### src/rtl/dvb_pkg.sv
`timescale 1ns/1ps
// Package dvb_pkg
// Shared constants and the ratio decode for the divider bank.
// Assumes ratios fit in CNT_W bits and that the largest ratio is even or 3.
package dvb_pkg;
    localparam int CNT_W            = 3;
    localparam int FAST_RATIO       = 2;
    localparam int COARSE_SMALL     = 4;
    localparam int COARSE_LARGE     = 6;
    localparam int FINE_SMALL       = 2;
    localparam int FINE_LARGE       = 3;

    // Decode the slow group ratio from family and ratio selects.
    function automatic logic [CNT_W-1:0] slow_ratio(input logic fine, input logic big);
        logic [CNT_W-1:0] r;
        case ({fine, big})
            2'b00:   r = CNT_W'(COARSE_SMALL);
            2'b01:   r = CNT_W'(COARSE_LARGE);
            2'b10:   r = CNT_W'(FINE_SMALL);
            default: r = CNT_W'(FINE_LARGE);
        endcase
        return r;
    endfunction
endpackage

### src/rtl/dvb_hold_sync.sv
`timescale 1ns/1ps
// Module dvb_hold_sync
// Captures the hold request on the falling clock edge, so that the captured
// value only changes while the clock is low. Asynchronous clear forces the
// captured value to 0 (run).
// Assumes hold_req is stable around the falling edge.
module dvb_hold_sync (
    input  logic clk_in,
    input  logic clr,
    input  logic hold_req,
    output logic hold_q
);
    // Falling-edge capture of the hold request.
    always_ff @(negedge clk_in or posedge clr) begin
        if (clr) hold_q <= 1'b0;
        else     hold_q <= hold_req;
    end

    // captured value follows the request sampled at the previous falling edge
    a_r6_capture_on_fall: assert property (@(negedge clk_in) disable iff (clr)
        1'b1 |=> (hold_q == $past(hold_req)));
endmodule

### src/rtl/dvb_phase_div.sv
`timescale 1ns/1ps
// Module dvb_phase_div
// Runtime-ratio divider. A phase count runs 1..ratio, and the output is high
// for the first ratio/2 phases (floor). That gives 50% duty for even ratios
// and one-period-high for ratio 3. After clear the phase is 0 and the first
// advancing edge starts a new period with the output rising.
// Assumes ratio >= 2 and is held constant between clears.
module dvb_phase_div #(
    parameter int CNT_W = 3
) (
    input  logic             clk_in,
    input  logic             clr,
    input  logic             advance,
    input  logic [CNT_W-1:0] ratio,
    output logic             lvl
);
    logic [CNT_W-1:0] ph;
    logic [CNT_W-1:0] ph_nxt;
    logic [CNT_W-1:0] high_len;

    // Next phase: wrap to 1 at end of period or after clear.
    always_comb begin
        high_len = ratio >> 1;
        if (ph == '0 || ph >= ratio) ph_nxt = CNT_W'(1);
        else                         ph_nxt = ph + CNT_W'(1);
    end

    // Phase and output registers, advancing only when not held.
    always_ff @(posedge clk_in or posedge clr) begin
        if (clr) begin
            ph  <= '0;
            lvl <= 1'b0;
        end else if (advance) begin
            ph  <= ph_nxt;
            lvl <= (ph_nxt <= high_len);
        end
    end

    // a held edge leaves the output level unchanged
    a_r6_freeze_level: assert property (@(posedge clk_in) disable iff (clr)
        !advance |=> $stable(lvl));
    // phase never runs past the selected ratio
    a_r2_phase_bound: assert property (@(posedge clk_in) disable iff (clr)
        ph <= ratio);
    // a period start drives the output high
    a_r5_wrap_rises: assert property (@(posedge clk_in) disable iff (clr)
        (advance && (ph == '0 || ph >= ratio)) |=> lvl);
endmodule

### src/rtl/dvb_out_drv.sv
`timescale 1ns/1ps
// Module dvb_out_drv
// Fans one level out to COPIES true outputs and their complements.
// Assumes nothing beyond COPIES >= 1.
module dvb_out_drv #(
    parameter int COPIES = 2
) (
    input  logic              lvl,
    output logic [COPIES-1:0] q,
    output logic [COPIES-1:0] qn
);
    // One true/complement pair per copy.
    for (genvar i = 0; i < COPIES; i++) begin : g_copy
        assign q[i]  = lvl;
        assign qn[i] = ~lvl;
    end
endmodule

### src/rtl/dvb_divider_bank.sv
`timescale 1ns/1ps
// Module dvb_divider_bank
// Top of the divider bank: falling-edge hold capture, a fixed divide-by-2
// and a selectable slow divider on one rising edge, the full-rate gated
// path, and output fan-out with complements.
// Assumes fine_mode and ratio_big change only while sync_clr is high.
module dvb_divider_bank #(
    parameter int FAST_COPIES = 2,
    parameter int SLOW_COPIES = 2
) (
    input  logic                   clk_in,
    input  logic                   sync_clr,
    input  logic                   hold_req,
    input  logic                   fine_mode,
    input  logic                   ratio_big,
    output logic [FAST_COPIES-1:0] fast_q,
    output logic [FAST_COPIES-1:0] fast_qn,
    output logic [SLOW_COPIES-1:0] slow_q,
    output logic [SLOW_COPIES-1:0] slow_qn
);
    import dvb_pkg::*;

    localparam logic [CNT_W-1:0] FAST_R = CNT_W'(FAST_RATIO);

    logic             hold_q;
    logic             run;
    logic             fast_div_lvl;
    logic             slow_lvl;
    logic             fast_lvl;
    logic [CNT_W-1:0] slow_r;

    // Slow ratio selected by the two mode inputs.
    always_comb slow_r = slow_ratio(fine_mode, ratio_big);

    // Dividers advance only when the captured hold is clear.
    always_comb run = ~hold_q;

    dvb_hold_sync u_hold (
        .clk_in   (clk_in),
        .clr      (sync_clr),
        .hold_req (hold_req),
        .hold_q   (hold_q)
    );

    dvb_phase_div #(.CNT_W(CNT_W)) u_fast_div (
        .clk_in  (clk_in),
        .clr     (sync_clr),
        .advance (run),
        .ratio   (FAST_R),
        .lvl     (fast_div_lvl)
    );

    dvb_phase_div #(.CNT_W(CNT_W)) u_slow_div (
        .clk_in  (clk_in),
        .clr     (sync_clr),
        .advance (run),
        .ratio   (slow_r),
        .lvl     (slow_lvl)
    );

    // Fast level: gated input clock in the fine family, divide-by-2 otherwise.
    always_comb fast_lvl = fine_mode ? (clk_in & run & ~sync_clr) : fast_div_lvl;

    dvb_out_drv #(.COPIES(FAST_COPIES)) u_fast_out (
        .lvl (fast_lvl),
        .q   (fast_q),
        .qn  (fast_qn)
    );

    dvb_out_drv #(.COPIES(SLOW_COPIES)) u_slow_out (
        .lvl (slow_lvl),
        .q   (slow_q),
        .qn  (slow_qn)
    );

    // in the coarse family a slow rise comes with a fast rise
    a_r5_rise_aligned: assert property (@(posedge clk_in) disable iff (sync_clr)
        (!fine_mode && $rose(slow_lvl)) |-> $rose(fast_div_lvl));
    // divide-by-3 output is high for exactly one input period
    a_r4_odd_pulse: assert property (@(posedge clk_in) disable iff (sync_clr)
        (fine_mode && ratio_big && slow_lvl && !hold_q) |=> !slow_lvl);
    // while clear is high, all levels and the captured hold are low
    a_r8_clear_low: assert property (@(posedge clk_in)
        sync_clr |-> (!fast_lvl && !slow_lvl && !hold_q));
endmodule

### config.mk
export PLATFORM = sky130hd
export DESIGN_NAME = dvb_divider_bank
export DESIGN_NICKNAME = d
export VERILOG_FILES = /design/src/rtl/dvb_pkg.sv /design/src/rtl/dvb_hold_sync.sv /design/src/rtl/dvb_phase_div.sv /design/src/rtl/dvb_out_drv.sv /design/src/rtl/dvb_divider_bank.sv
export SDC_FILE = /design/constraint.sdc
export NUM_CORES = 1
export LEC_CHECK = 0
export BUFFER_PORTS_ARGS = -buffer_cell sky130_fd_sc_hd__buf_2
export CAP_MARGIN = 40
export CORE_ASPECT_RATIO = 0.9
export CORE_UTILIZATION = 25
export DETAILED_ROUTE_END_ITERATION = 8
export GPL_TIMING_DRIVEN = 0
export PLACE_DENSITY = 0.48
export RECOVER_POWER = 50
export SYNTH_ARGS = -nofsm -noshare
export SYNTH_HDL_FRONTEND = slang
export SYNTH_SLANG_ARGS = --single-unit
### constraint.sdc
create_clock -name clk_in -period 2.7 [get_ports clk_in]
set_input_delay 0.54 -clock clk_in [delete_from_list [all_inputs] [get_ports clk_in]]
set_output_delay 0.54 -clock clk_in [all_outputs]
set_load 0.01 [all_outputs]
==> impl_metrics.yaml <==
logic_synthesis:
  synth_top_area_cell: "dfrtp_1"
  ys_types: 24
  syn_avg_cell_area_sq_um: 9.622
  synth_ff_type: "dfrtp_1"
  yosysMostFrequentCell: "ha_1"
  yosys_register_bits: 9
  async_flop_share_pct: 100.0
  synth-seq-area-share_pct: 32.97
  synth_area_leaders: "dfrtp_1 (29%), ha_1 (18%), buf_4 (6.6%)"
  synth_edf_count: 0
  synth_area_sq_um: 683.2
  syn_inst: 71
  syn_nets: 86
  yosys.area.top_type_share_pct: 29.30
  synthTopCellsByCount: "ha_1 (10), inv_1 (9), dfrtp_1 (8)"
  ys_warn_count: 0
place:
  hpwl_microns: 926.7
  gp_congestion: 0.6812
  place_inst: 111
  io_buffer_count: 12
timing:
  drv_slew: 0
  fin_setup_tns_ns: -2.687
  rsz0062_at_grt: "yes"
  setup_slack_ns: -0.6760
  hold_viol: 0
  relSlewSlack_pct: 71.72
  skew_ns: 0.01994
  setup_violations: 5
  worst_pin_slew_ns: 0.4242
finish:
  drive_above_1_share_pct: 39.00
  fin_cells: 128
  fillers: 258
  fin_nets: 115
  antenna_cells: 0
  area_growth_pct: 42.49
global_route:
  grt_pass1_vias: 670
  grt_start_max_net_pins: 11
  gr-total-overflow: 0
  groute.usage.overall_pct: 14.53
  grt_pass1_wl_microns: 2725
  antenna_found_initial: 0
power_and_ir_drop:
  p_int_mw: 0.6953
  vdd_drop_max_v: 0.0002326
  power_density_nw_per_um2: 1138
  p_comb_share_pct: 39.4
  swShare_pct: 37.24
  p_seq_share_pct: 22.0
  clkPwrFrac_pct: 38.6
  p_sw_mw: 0.4126
  p_leak_nw: 0.4866
worst_setup_path:
  setup.worst_path.end: "fast_q[0]"
  r2r_end: "u_fast_div.lvl$_DFFE_PP0N_"
  arrival_ns: 2.84
  crit_path_start_kind: "register"
  end_kind: "output port"
  r2r_cells: 4
  r2r-start: "u_hold.hold_q$_DFF_NP0_"
  crit_type: "reg -> out"
  required_ns: 2.16
  reg2reg_slack_ns: 0.08
  crit_fanout: 2
  cp-startpoint: "u_hold.hold_q$_DFF_NP0_"
die:
  ioPinCount: 13
  core.rowCount: 17
  die_w_microns: 57.10
  start_util_pct: 27.22
  core-area_sq_um: 2510
  die_area_sq_um: 2946
  die_h_microns: 51.59
run_status:
  outcome: "finished, violations left"
  violations: "DRC, setup timing"
routing:
  postRouteAntennaNets: 0
  drtIter0Drc: 13
  wl_per_cell_microns: 11.40
  via_count: 591
  vias_per_cell: 4.617
  routed_wl_microns: 1459
  drt_pre_antenna_iters: 6
  route.detailed.drc: 4
run:
  drv_cap: 0
clock_network:
  path_clk_slew_ns: 0.06
  clk_latency_ns: 0.37
  cts_tree: "yes"
hold_path:
  min_path_type: "in -> async"
==> per-stage QoR <==
stage / util, % / hold slack (ns) / area [sq um] / total power [mW] / worst slack [ns]
after floorplan: - / 0.3679 / 699.4 / 0.6440 / -0.2247
after detailed placement: 31.66 / 0.5123 / 794.5 / 0.7590 / -0.2982
after CTS: 38.04 / 0.1607 / 954.7 / 1.097 / -0.7345
final: 38.78 / 0.1606 / 973.4 / 1.108 / -0.6760
after global routing: 38.78 / 0.1752 / 973.4 / 1.236 / -0.7634
after global placement: 31.66 / 0.5083 / 794.5 / 0.7516 / -0.2897
==> final cells by class <==
type	count	area (sq um)	area share, %
Tap cell	28	35.03	3.599
Multi-Input combinational cell	45	386.6	39.72
Sequential cell	9	225.2	23.14
Inverter	8	30.03	3.085
Buffer	4	26.28	2.699
Clock inverter	2	15.01	1.542
Timing Repair Buffer	11	62.56	6.427
Clock buffer	21	192.7	19.79
==> worst min-delay path by stage <==
stage / slack [ns] / endpoint / cells after the start / start
floorplan: 0.37 / u_fast_div.lvl$_DFFE_PP0N_ / 1 / sync_clr
global placement: 0.51 / u_fast_div.ph[2]$_DFFE_PP0N_ / 2 / u_fast_div.ph[2]$_DFFE_PP0N_
detailed placement: 0.51 / u_fast_div.ph[2]$_DFFE_PP0N_ / 2 / u_fast_div.ph[2]$_DFFE_PP0N_
CTS: 0.16 / u_fast_div.lvl$_DFFE_PP0N_ / 2 / sync_clr
global route: 0.18 / u_fast_div.ph[1]$_DFFE_PP0N_ / 2 / sync_clr
finish: 0.16 / u_fast_div.ph[1]$_DFFE_PP0N_ / 2 / sync_clr
==> layout by cell type, fill, tap and decap left out <==
master,count
mux2_2,1
nor3b_2,1
mux2i_2,1
clkinv_4,1
o21ai_0,3
ha_1,10
inv_4,1
nand2_1,6
and2_1,5
buf_4,6
inv_1,8
nand3_1,2
dfrtn_1,1
buf_6,5
a211oi_1,1
xnor2_1,1
mux2i_1,1
buf_8,2
nor2_1,4
a21oi_1,2
nor4_2,1
buf_2,5
clkbuf_1,6
clkbuf_8,2
mux2_1,1
nand3b_1,1
a2111oi_4,1
nor2b_1,1
clkbuf_4,10
dfrtp_1,8
a221oi_2,1
nand2b_4,1
==> registers in the layout, indices dropped and copies added (netlist names) <==
name	cells
u_fast_div.lvl	1
u_fast_div.ph	3
u_hold.hold_q	1
u_slow_div.lvl	1
u_slow_div.ph	3
==> power groups by stage <==
stage / combinational (mW) / sequential, mW / clock, mW
2_1_floorplan: 0.342 / 0.232 / 0.0700
3_5_place_dp: 0.426 / 0.245 / 0.0885
5_1_grt: 0.511 / 0.252 / 0.473
4_1_cts: 0.431 / 0.244 / 0.422
3_3_place_gp: 0.420 / 0.243 / 0.0885
6_report: 0.437 / 0.244 / 0.427
==> what timing repair did <==
item	CTS	global route
buffers inserted	2	1
gates resized for setup	11	8
hold buffers	0	0
pin swaps	1	1
setup endpoints to repair	5	7
==> cell families (layout without fill, tap and decap cells) <==
family / Yosys count / count (layout) / synth area share (%)
compound gates: 8 / 8 / 10.07
xor+xnor: 1 / 1 / 1.282
fa+ha+maj: 10 / 10 / 18.32
buf+inv: 17 / 46 / 12.64
flops: 9 / 9 / 32.97
mux: 4 / 4 / 6.227
simple gates: 22 / 22 / 18.50
==> worst max-delay path: stages (launching register included) <==
cell and delay, ns:
dfrtn_1 0.44, nor3b_2 0.07, mux2i_2 0.19, buf_4 0.17, buf_8 0.10, clkinv_4 0.03, buf_6 0.11
==> layer usage <==
layer | part of all wire [%] | up-vias | global-route usage [%]
li1 | - | 286 | -
met1 | 45 | 271 | 13.22
met2 | 46 | 26 | 17.25
met3 | 5.1 | 8 | 12.19
met4 | 3.8 | 0 | 18.70
met5 | 0 | - | 2.041
No activity file was read; power rests on OpenSTA's default activity.
